**src/rtl/slice_pkg.sv**
```systemverilog
package slice_pkg;

  typedef enum logic [2:0] {
    SRC_AQ, SRC_AB, SRC_ZQ, SRC_ZB, SRC_ZA, SRC_DA, SRC_DQ, SRC_DZ
  } srcCode_e;

  typedef enum logic [2:0] {
    FN_ADD, FN_SUBR, FN_SUBS, FN_OR, FN_AND, FN_NOTRS, FN_XOR, FN_XNOR
  } fnCode_e;

  typedef enum logic [2:0] {
    DST_QREG, DST_NOP, DST_RAMA, DST_RAMF, DST_RAMQD, DST_RAMD, DST_RAMQU, DST_RAMU
  } dstCode_e;

  typedef enum logic [1:0] {R_ZERO, R_AWORD, R_DIN} rSel_e;
  typedef enum logic [1:0] {S_ZERO, S_AWORD, S_BWORD, S_QREG} sSel_e;
  typedef enum logic [1:0] {LG_OR, LG_AND, LG_XOR, LG_XNOR} logicOp_e;
  typedef enum logic [1:0] {SH_NONE, SH_DOWN, SH_UP} shiftDir_e;

  typedef struct packed {
    rSel_e     rSel;
    sSel_e     sSel;
    logic      invR;
    logic      invS;
    logic      isArith;
    logicOp_e  logicOp;
    logic      qLoad;
    logic      qShift;
    logic      ramWrite;
    shiftDir_e shiftDir;
    logic      yFromA;
  } ctrl_t;

endpackage

```
**src/rtl/slice_ctrl.sv**
```systemverilog
module slice_ctrl
  import slice_pkg::*;
(
  input  logic [8:0] instr,
  output ctrl_t      ctl
);

  srcCode_e srcCode;
  fnCode_e  fnCode;
  dstCode_e dstCode;

  assign srcCode = srcCode_e'(instr[2:0]);
  assign fnCode  = fnCode_e'(instr[5:3]);
  assign dstCode = dstCode_e'(instr[8:6]);

  always_comb begin
    ctl = '0;
    // operand sources
    case (srcCode)
      SRC_AQ:  begin ctl.rSel = R_AWORD; ctl.sSel = S_QREG;  end
      SRC_AB:  begin ctl.rSel = R_AWORD; ctl.sSel = S_BWORD; end
      SRC_ZQ:  begin ctl.rSel = R_ZERO;  ctl.sSel = S_QREG;  end
      SRC_ZB:  begin ctl.rSel = R_ZERO;  ctl.sSel = S_BWORD; end
      SRC_ZA:  begin ctl.rSel = R_ZERO;  ctl.sSel = S_AWORD; end
      SRC_DA:  begin ctl.rSel = R_DIN;   ctl.sSel = S_AWORD; end
      SRC_DQ:  begin ctl.rSel = R_DIN;   ctl.sSel = S_QREG;  end
      default: begin ctl.rSel = R_DIN;   ctl.sSel = S_ZERO;  end
    endcase
    // function
    case (fnCode)
      FN_ADD:   ctl.isArith = 1'b1;
      FN_SUBR:  begin ctl.isArith = 1'b1; ctl.invR = 1'b1; end
      FN_SUBS:  begin ctl.isArith = 1'b1; ctl.invS = 1'b1; end
      FN_OR:    ctl.logicOp = LG_OR;
      FN_AND:   ctl.logicOp = LG_AND;
      FN_NOTRS: begin ctl.logicOp = LG_AND; ctl.invR = 1'b1; end
      FN_XOR:   ctl.logicOp = LG_XOR;
      default:  ctl.logicOp = LG_XNOR;
    endcase
    // destination
    case (dstCode)
      DST_QREG:  ctl.qLoad = 1'b1;
      DST_NOP:   ;
      DST_RAMA:  begin ctl.ramWrite = 1'b1; ctl.yFromA = 1'b1; end
      DST_RAMF:  ctl.ramWrite = 1'b1;
      DST_RAMQD: begin ctl.ramWrite = 1'b1; ctl.qShift = 1'b1; ctl.shiftDir = SH_DOWN; end
      DST_RAMD:  begin ctl.ramWrite = 1'b1; ctl.shiftDir = SH_DOWN; end
      DST_RAMQU: begin ctl.ramWrite = 1'b1; ctl.qShift = 1'b1; ctl.shiftDir = SH_UP; end
      default:   begin ctl.ramWrite = 1'b1; ctl.shiftDir = SH_UP; end
    endcase
  end

endmodule

```
**src/rtl/slice_alu.sv**
```systemverilog
module slice_alu
  import slice_pkg::*;
#(
  parameter int WIDTH = 4
) (
  input  logic [WIDTH-1:0] rIn,
  input  logic [WIDTH-1:0] sIn,
  input  logic             cIn,
  input  logic             invR,
  input  logic             invS,
  input  logic             isArith,
  input  logicOp_e         logicOp,
  output logic [WIDTH-1:0] aluF,
  output logic             cOut,
  output logic             ovf,
  output logic             genN,
  output logic             propN
);

  logic [WIDTH-1:0] rEff, sEff, bitGen, bitProp, sumBits, logicF;
  logic [WIDTH:0]   carry;
  logic [WIDTH-1:0] groupGen;

  assign rEff = invR ? ~rIn : rIn;
  assign sEff = invS ? ~sIn : sIn;
  assign carry[0] = cIn;
  assign groupGen[0] = bitGen[0];

  for (genvar i = 0; i < WIDTH; i++) begin : g_bit
    assign bitGen[i]  = rEff[i] & sEff[i];
    assign bitProp[i] = rEff[i] | sEff[i];
    assign sumBits[i] = rEff[i] ^ sEff[i] ^ carry[i];
    assign carry[i+1] = bitGen[i] | (bitProp[i] & carry[i]);
    if (i > 0) begin : g_grp
      assign groupGen[i] = bitGen[i] | (bitProp[i] & groupGen[i-1]);
    end
  end

  always_comb begin
    case (logicOp)
      LG_OR:   logicF = rEff | sEff;
      LG_AND:  logicF = rEff & sEff;
      LG_XOR:  logicF = rEff ^ sEff;
      default: logicF = ~(rEff ^ sEff);
    endcase
  end

  assign aluF  = isArith ? sumBits : logicF;
  assign cOut  = isArith & carry[WIDTH];
  assign ovf   = isArith & (carry[WIDTH] ^ carry[WIDTH-1]);
  assign genN  = ~(isArith & groupGen[WIDTH-1]);
  assign propN = ~(isArith & (&bitProp));

endmodule

```
**src/rtl/slice_dp.sv**
```systemverilog
module slice_dp
  import slice_pkg::*;
#(
  parameter int WIDTH = 4,
  parameter int DEPTH = 16,
  localparam int AW = $clog2(DEPTH)
) (
  input  logic             clk,
  input  logic             rstN,
  input  ctrl_t            ctl,
  input  logic [AW-1:0]    aAddr,
  input  logic [AW-1:0]    bAddr,
  input  logic [WIDTH-1:0] dIn,
  input  logic             cIn,
  output logic [WIDTH-1:0] yOut,
  output logic             cOut,
  output logic             genN,
  output logic             propN,
  output logic             ovf,
  output logic             zero,
  output logic             sign,
  input  logic             ram0In,
  output logic             ram0Out,
  output logic             ram0En,
  input  logic             ram3In,
  output logic             ram3Out,
  output logic             ram3En,
  input  logic             q0In,
  output logic             q0Out,
  output logic             q0En,
  input  logic             q3In,
  output logic             q3Out,
  output logic             q3En
);

  logic [WIDTH-1:0] regFile [DEPTH];
  logic [WIDTH-1:0] qReg, qNext, aData, bData, rOp, sOp, aluF, ramNew;

  assign aData = regFile[aAddr];
  assign bData = regFile[bAddr];

  always_comb begin
    case (ctl.rSel)
      R_AWORD: rOp = aData;
      R_DIN:   rOp = dIn;
      default: rOp = '0;
    endcase
    case (ctl.sSel)
      S_AWORD: sOp = aData;
      S_BWORD: sOp = bData;
      S_QREG:  sOp = qReg;
      default: sOp = '0;
    endcase
  end

  slice_alu #(.WIDTH(WIDTH)) aluInst (
    .rIn(rOp), .sIn(sOp), .cIn(cIn),
    .invR(ctl.invR), .invS(ctl.invS), .isArith(ctl.isArith), .logicOp(ctl.logicOp),
    .aluF(aluF), .cOut(cOut), .ovf(ovf), .genN(genN), .propN(propN)
  );

  // write-path shifters
  always_comb begin
    case (ctl.shiftDir)
      SH_DOWN: ramNew = {ram3In, aluF[WIDTH-1:1]};
      SH_UP:   ramNew = {aluF[WIDTH-2:0], ram0In};
      default: ramNew = aluF;
    endcase
    if (ctl.qLoad)
      qNext = aluF;
    else if (ctl.qShift && ctl.shiftDir == SH_DOWN)
      qNext = {q3In, qReg[WIDTH-1:1]};
    else if (ctl.qShift)
      qNext = {qReg[WIDTH-2:0], q0In};
    else
      qNext = qReg;
  end

  always_ff @(posedge clk) begin
    if (!rstN) begin
      qReg <= '0;
      for (int i = 0; i < DEPTH; i++) regFile[i] <= '0;
    end else begin
      qReg <= qNext;
      if (ctl.ramWrite) regFile[bAddr] <= ramNew;
    end
  end

  assign yOut    = ctl.yFromA ? aData : aluF;
  assign zero    = (aluF == '0);
  assign sign    = aluF[WIDTH-1];
  assign ram3Out = aluF[WIDTH-1];
  assign q3Out   = qReg[WIDTH-1];
  assign ram3En  = (ctl.shiftDir == SH_UP);
  assign q3En    = (ctl.shiftDir == SH_UP);
  assign ram0Out = aluF[0];
  assign q0Out   = qReg[0];
  assign ram0En  = (ctl.shiftDir == SH_DOWN);
  assign q0En    = (ctl.shiftDir == SH_DOWN);


  qhold_chk: assert property (@(posedge clk) disable iff (!rstN)
    (!ctl.qLoad && !ctl.qShift) |=> $stable(qReg));


  ramwrite_chk: assert property (@(posedge clk) disable iff (!rstN)
    (ctl.ramWrite && ctl.shiftDir == SH_NONE) |=> (regFile[$past(bAddr)] == $past(aluF)));


  shift_dir_chk: assert property (@(posedge clk) disable iff (!rstN)
    !(ram3En && ram0En) && (q3En == ram3En) && (q0En == ram0En));


  down_pin_chk: assert property (@(posedge clk) disable iff (!rstN)
    (ram0En && !ctl.qShift) |=> $stable(qReg));


  zero_sign_chk: assert property (@(posedge clk) disable iff (!rstN)
    zero |-> !sign && (yOut == '0 || ctl.yFromA));

endmodule

```
**src/rtl/alu_slice.sv**
```systemverilog
module alu_slice
  import slice_pkg::*;
#(
  parameter int WIDTH = 4,
  parameter int DEPTH = 16,
  localparam int AW = $clog2(DEPTH)
) (
  input  logic             clk,
  input  logic             rstN,
  input  logic [8:0]       instr,
  input  logic [AW-1:0]    aAddr,
  input  logic [AW-1:0]    bAddr,
  input  logic [WIDTH-1:0] dIn,
  input  logic             cIn,
  input  logic             oeN,
  output logic [WIDTH-1:0] yOut,
  output logic             yEn,
  output logic             cOut,
  output logic             genN,
  output logic             propN,
  output logic             ovf,
  output logic             zero,
  output logic             sign,
  input  logic             ram0In,
  output logic             ram0Out,
  output logic             ram0En,
  input  logic             ram3In,
  output logic             ram3Out,
  output logic             ram3En,
  input  logic             q0In,
  output logic             q0Out,
  output logic             q0En,
  input  logic             q3In,
  output logic             q3Out,
  output logic             q3En
);

  ctrl_t ctl;

  slice_ctrl ctrlInst (.instr(instr), .ctl(ctl));

  slice_dp #(.WIDTH(WIDTH), .DEPTH(DEPTH)) dpInst (
    .clk(clk), .rstN(rstN), .ctl(ctl), .aAddr(aAddr), .bAddr(bAddr),
    .dIn(dIn), .cIn(cIn), .yOut(yOut), .cOut(cOut), .genN(genN), .propN(propN),
    .ovf(ovf), .zero(zero), .sign(sign),
    .ram0In(ram0In), .ram0Out(ram0Out), .ram0En(ram0En),
    .ram3In(ram3In), .ram3Out(ram3Out), .ram3En(ram3En),
    .q0In(q0In), .q0Out(q0Out), .q0En(q0En),
    .q3In(q3In), .q3Out(q3Out), .q3En(q3En)
  );

  assign yEn = ~oeN;

endmodule

```
**config.mk**
```make
export PLATFORM = sky130hd
export DESIGN_NAME = alu_slice
export DESIGN_NICKNAME = d
export VERILOG_FILES = /design/src/rtl/slice_pkg.sv /design/src/rtl/slice_ctrl.sv /design/src/rtl/slice_alu.sv /design/src/rtl/slice_dp.sv /design/src/rtl/alu_slice.sv
export SDC_FILE = /design/constraint.sdc
export NUM_CORES = 1
export LEC_CHECK = 0
export BUFFER_PORTS_ARGS = -buffer_cell sky130_fd_sc_hd__buf_2
export CORE_MARGIN = 4
export CORE_UTILIZATION = 50
export CTS_CLUSTER_SIZE = 30
export DETAILED_ROUTE_END_ITERATION = 10
export PLACE_DENSITY = 0.69
export RECOVER_POWER = 25
export SETUP_SLACK_MARGIN = 0.5
export SLEW_MARGIN = 20
export SYNTH_ARGS = -nofsm -noshare
export SYNTH_HDL_FRONTEND = slang
export SYNTH_SLANG_ARGS = --single-unit
```
**constraint.sdc**
```tcl
create_clock -name clk -period 13.5 [get_ports clk]
set_clock_uncertainty 0.15 [all_clocks]
set_input_delay 0.675 -clock clk [delete_from_list [all_inputs] [get_ports clk]]
set_output_delay 0.675 -clock clk [all_outputs]
set_load 0.01 [all_outputs]
```
# Word level (Yosys, flattened, before mapping)
# Memory sizes are Yosys's and may differ from the RTL's.
# Cells that the tools add are included.
# word_totals
regBits	4
ram_bits	64
in_bits	29
out_inout_bits	19
word_cells	117
memories	1
# memory_table
name	depth	word_bits	rd	rd_clocked_by_memory_dff	write_ports	line	source
dpInst.regFile	16	4	2	0	16	slice_dp.sv:36	logic [WIDTH-1:0] regFile [DEPTH];
# op_classes
n_eq_ne	27
n_mux	27
bitwise	44
n_reduce_logical	17
# op_table
operator	n
2-to-1 mux 4 bit	9
one-hot mux 4 bit (7 select lines)	1
== test 3 bit, second input constant	9
one-hot mux 4 bit (3 select lines)	2
== test 3 x 2 -> 1 bit, second input constant	6
one-hot mux 4 bit (2 select lines)	2
AND 1 bit	15
NOT 4 bit	3
OR reduction 4 bit	3
2-to-1 mux 1 bit	11
bitwise OR 1 bit	11
== test 2 bit, second input constant	5
OR reduction 2 bit	5
== test 3 x 1 -> 1 bit, second input constant	3
zero test 3 bit	3
bitwise XOR 1 bit	9
== test 2 x 1 -> 1 bit, second input constant	4
one-hot mux 2 bit (3 select lines)	1
AND 4 bit	1
zero test 4 bit	1
bitwise OR 4 bit	1
one-hot mux 2 bit (2 select lines)	1
AND reduction 4 bit	1
bitwise XOR 4 bit	1
5 further kinds	7

# Logic depth before layout (Yosys ltp)
# depth
ltp_word	17
ltp_mapped	16
mapped_depth_nobuf	15

# Cells and area by module
# Synthesis repeated with hierarchy kept, for this count alone.
# hier_totals
cells_unflattened	449
area_unflattened_um2	4699.5
# modules_own_cells
mod	n_inst	cells_each	area_per_inst_um2
slice_dp	1	365	4070.2
slice_alu	1	64	520.5
slice_ctrl	1	19	105.1
alu_slice	1	1	3.8

# Worst setup path after synthesis
# No wires, ideal clock.
# synth_path
kind	in2out
start	input aAddr[0]
end	output zero
arrival_ns	4.836
slack_ns	7.839
stages	14
n_path_buf	2
path_cell_list	buf_6 > buf_12 > mux4_1 > nand2_1 > nand3_1 > a221oi_2 > xnor2_1 > fa_1 > fa_1 > fa_1 > fa_1 > a211oi_1 > a21oi_1 > nor4b_1
# synth_between
elab_chain_cells	14
# synth_rtl
item	line	source
start, declared	alu_slice.sv:11	input logic [AW-1:0] aAddr,
memory read (16 x 4 bit) (*)	--	
one-hot mux 4 bit (3 select lines) / one-hot mux 4 bit (2 select lines) (equally long branches)	slice_dp.sv:48, slice_dp.sv:43	
NOT 4 bit, on equally long branches	slice_alu.sv:25, slice_alu.sv:24	
2-to-1 mux 4 bit, on equally long branches	slice_alu.sv:25, slice_alu.sv:24	
bitwise OR 1 bit	slice_alu.sv:31	assign bitProp[i] = rEff[i] | sEff[i];
AND 1 bit	slice_alu.sv:33	assign carry[i+1] = bitGen[i] | (bitProp[i] & carry[i]);
bitwise OR 1 bit	slice_alu.sv:33	
AND 1 bit	slice_alu.sv:33	
bitwise OR 1 bit	slice_alu.sv:33	
AND 1 bit	slice_alu.sv:33	
bitwise OR 1 bit	slice_alu.sv:33	
bitwise XOR 1 bit	slice_alu.sv:32	assign sumBits[i] = rEff[i] ^ sEff[i] ^ carry[i];
2-to-1 mux 4 bit (*)	slice_alu.sv:48	assign aluF = isArith ? sumBits : logicF;
net ram3Out	alu_slice.sv:28	output logic ram3Out,
zero test 4 bit (*)	slice_dp.sv:90	assign zero = (aluF == '0);
end, declared	alu_slice.sv:22	output logic zero,
# Mark *: on every way through the listed nets, which the timed path passes. The rest lies on a longest branch.

# Worst setup path after layout
# layout_path
start	input bAddr[0]
end	output zero
# layout_between
elab_chain_cells	14
# layout_rtl
item	line	source
start, declared	alu_slice.sv:12	input logic [AW-1:0] bAddr,
memory read (16 x 4 bit) (*)	--	
one-hot mux 4 bit (3 select lines) (*)	slice_dp.sv:48	case (ctl.sSel)
NOT 4 bit	slice_alu.sv:25	assign sEff = invS ? ~sIn : sIn;
2-to-1 mux 4 bit (*)	slice_alu.sv:25	
bitwise OR 1 bit	slice_alu.sv:31	
AND 1 bit	slice_alu.sv:33	
bitwise OR 1 bit	slice_alu.sv:33	
AND 1 bit	slice_alu.sv:33	
bitwise OR 1 bit	slice_alu.sv:33	
AND 1 bit	slice_alu.sv:33	
bitwise OR 1 bit	slice_alu.sv:33	
bitwise XOR 1 bit	slice_alu.sv:32	
2-to-1 mux 4 bit (*)	slice_alu.sv:48	
zero test 4 bit (*)	slice_dp.sv:90	
# Mark *: on every way between the ends. The rest lies on a longest branch, timed or not.

==> run summary <==
• result of the run: complete, no violations
• leakage power: 0.00198 uW
• total of cells resized after clock tree synthesis: 0
• number of instances in the synthesized netlist: 429
• worst-case hold path end point: dpInst.qReg[0]$_SDFFE_PN0P_
• worst min-delay path startpoint: dpInst.qReg[0]$_SDFFE_PN0P_
• post-synthesis mux area share: 17.0%
• hold crit path type: flop to flop
• simple-gate area share of the yosys netlist: 18.8%
• effective utilization at floorplan: 51.5%
• xor-xnor portion of the synthesized cell area: 3.48%
• Yosys warning count: 0
• launch point of the worst reg-to-reg path: dpInst.regFile[2][0]$_SDFFCE_PN0P_
• width of the die: 106 um
• pin count of the biggest net entering global routing: 30
• DP HPWL: 9.04 mm
• Routability Congestion: 0.877
• aggregate routed wire length: 11.9 mm
• number of buffers between clock root and the deepest sink: 2
• global-route wire length before repair: 18.7 mm
• number of flops mapped to enable cells by yosys: 64
• category of the most critical setup path: input pin to output port
• number of antenna violations at the first check in global routing: 0
• Max Clock Freq: 150 MHz
• DRC violation total after the first TritonRoute iteration: 321
• required arrival time at the worst endpoint: 12.68 ns
• count of final max-slew check failures: 0
• leading cell types in the layout, fill and taps excluded: nor2_1, edfxtp_1, nand2_1, buf_2, mux4_2
• share of the clock period used by the worst path after layout: 49.5%
• average via count per standard cell: 6.04
• kind of cell with the highest combined delay on the critical path: adder cells
• cell count of the worst hold path: 2
• Most Frequent Cell on Critical Path: fa_1
• number of cells on the critical path: 14
• WL per Instance: 20.1 um
• cell with the biggest individual delay on the critical path: clkbuf_1
• number of endpoints failing setup at the final stage: 0
• post-synth cell types: 60
• worst-case register-to-register setup slack: 8.07 ns
• dominant combinational cell family by area after synthesis: simple AND/OR/NAND/NOR gates
• headroom to the max-slew limit: 9.26%
• count of vias placed by the detailed router: 3586
• cell taking the most area after synthesis: edfxtp_1
• worst skew pair latency: 0.34 ns
• Worst Path Arrival: 5.85 ns
• fraction of final layout cells sized beyond drive strength 1: 21.9%
• PD cells: 104 mW/mm^2
• pin slew with the least headroom to its limit: 1.36 ns
• number of nets with antenna violations after detailed routing: 0
• remaining global-route overflow: 0
• Final Hold Slack: 0.491 ns
• flip-flop and latch count after synthesis: 68
• most common cell after layout, fill and taps aside: nor2_1
• net total in the final layout: 505
• Antenna Diode Count: 0
• Fin. Hold Viols: 0
• number of hold-repair buffers added at the cts stage: 0
• synthesized-area fraction occupied by adder cells: 4.29%
• delay of the slowest cell on the worst path: 0.97 ns
• number of buffers created by CTS: 9
• area share of the leading cell type in the synthesized netlist: 40.2%
• synthesized area per cell: 11.1 sq um
• placement row count: 35
• Compound-Gate Fraction of Synth Area: 10.2%
• critical-path cell list: clkbuf_1 -> mux4_2 -> nor3_1 -> nor2_1 -> a221oi_2 -> xnor2_1 -> fa_1 -> fa_1 -> fa_1 -> fa_1 -> a211oi_1 -> a21oi_1 -> nor4b_1 -> buf_2
• multi-input logic area: 0.00257 sq mm
• sinks on the clock net: 68
• Worst IR Drop VDD: 0.0000598 V
• # IOs: 48
• height of the die: 106 um
• share of the yosys chip area belonging to registers: 41.9%
• r2r endpoint: dpInst.regFile[13][2]$_SDFFCE_PN0P_
• area of the placeable core: 0.00928 sq mm
• detailed-route DRC error count: 0
• setup repair after global routing missed its margin: no
• global-route total usage across every layer: 22.1%
• count of max-cap constraint violations: 0
• Register Area: 0.00200 sq mm
• Async SR Flop Fraction: 0%
• number of I/O port buffers: 47
• Die ar.: 0.0112 sq mm
• Setup TNS Final: 0 ns
• Net Count, Synth: 472
• top post-synthesis cells by area: edfxtp_1, mux4_2, nor2_1
• top flip-flop cell by instance count after synthesis: edfxtp_1
• endpoint kind of the worst setup timing path: output port
• Worst Reg-to-Reg Cells: 13
• vias in the first global route: 3535
• post-synthesis cell area: 0.00478 sq mm
• startpoint type of the worst setup path: input pin
• Clock transition at path regs: 0.07 ns
• buffer count from post-CTS setup fixing: 0
• fill cell instance count of the final layout: 793
• fin crit period: 6.68 ns
• Area Growth Syn to Fin: 8.71%
• highest fanout seen on the critical path: 21
• clock tree root driver cell: clkbuf_8
• Detailed Routing Iterations Pass 1: 5
• CTS tree: built
• critical path buffer and inverter count: 2
• CTS H-tree depth: 3
-- kinds of logic after synthesis --
| kind of cell | count (synthesis) |
|---|---|
| compound gates | 55 |
| buf+inv | 38 |
| xor+xnor | 19 |
| simple gates | 194 |
| mux | 41 |
| fa+ha+maj | 14 |
| flops | 68 |
-- cell usage after synthesis (all sizes together), types with 9 or more instances --
library cell / instances
clkbuf: 11
xnor2: 12
buf: 18
mux4: 29
inv: 9
nor2b: 17
nand2: 49
nor2: 84
edfxtp: 64
ha: 10
mux2: 9
-- area by class of cell --
type / instances / share of cell area (%)
clock buffer: 11 / 2.53
clock inverter: 3 / 0.770
inverter: 9 / 0.650
multi-input combinational: 323 / 49.5
sequential: 68 / 38.5
tap: 129 / 3.11
timing repair buffer: 51 / 4.91
-- per-stage QoR --
stage | area [sq um] | total power, uW | setup slack [ns] | utilization [%] | cells
2_1_floorplan | 4780 | 346 | 7.84 | - | 429
3_3_place_gp | 5040 | 385 | 7.34 | 54.2 | 580
3_5_place_dp | 5040 | 387 | 7.21 | 54.2 | 580
4_1_cts | 5210 | 541 | 7.19 | 56.1 | 594
5_1_grt | 5200 | 564 | 6.43 | 56.0 | 594
6_report | 5200 | 539 | 6.82 | 56.0 | 594
-- worst max-delay path by stage --
stage,start,endpoint,slack [ns]
global route,bAddr[0],zero,6.43
floorplan,aAddr[0],zero,7.84
CTS,aAddr[0],zero,7.19
detailed placement,aAddr[0],zero,7.21
global placement,aAddr[0],zero,7.34
finish,bAddr[0],zero,6.82
-- tightest hold or removal path, delay by kind of cell (launching register included) --
family	cells	cell delay, ns
AND/OR/NAND/NOR	1	0.10
AO/OA/AOI/OAI	1	0.12
flip-flops	1	0.39
-- where the power goes --
part	switching, uW	internal (uW)
Clock	72.4	82.8
Combinational	83.7	54.3
Sequential	6.05	240
Total	162	377
-- state kept, by name, indices dropped and copies added (netlist names) --
name,flops
dpInst.regFile,64
dpInst.qReg,4
-- layer usage --
layer | GRT usage (%) | part of all wire (%) | vias to the layer above | wire length [um]
met2 | 34.3 | 47 | 156 | 5580
li1 | - | - | 1656 | -
met4 | 11.1 | 4.1 | 0 | 495
met1 | 28.5 | 42 | 1733 | 4970
met5 | 0 | 0 | - | 0
met3 | 5.88 | 7.5 | 41 | 901
(Power assumes the default switching activity.)
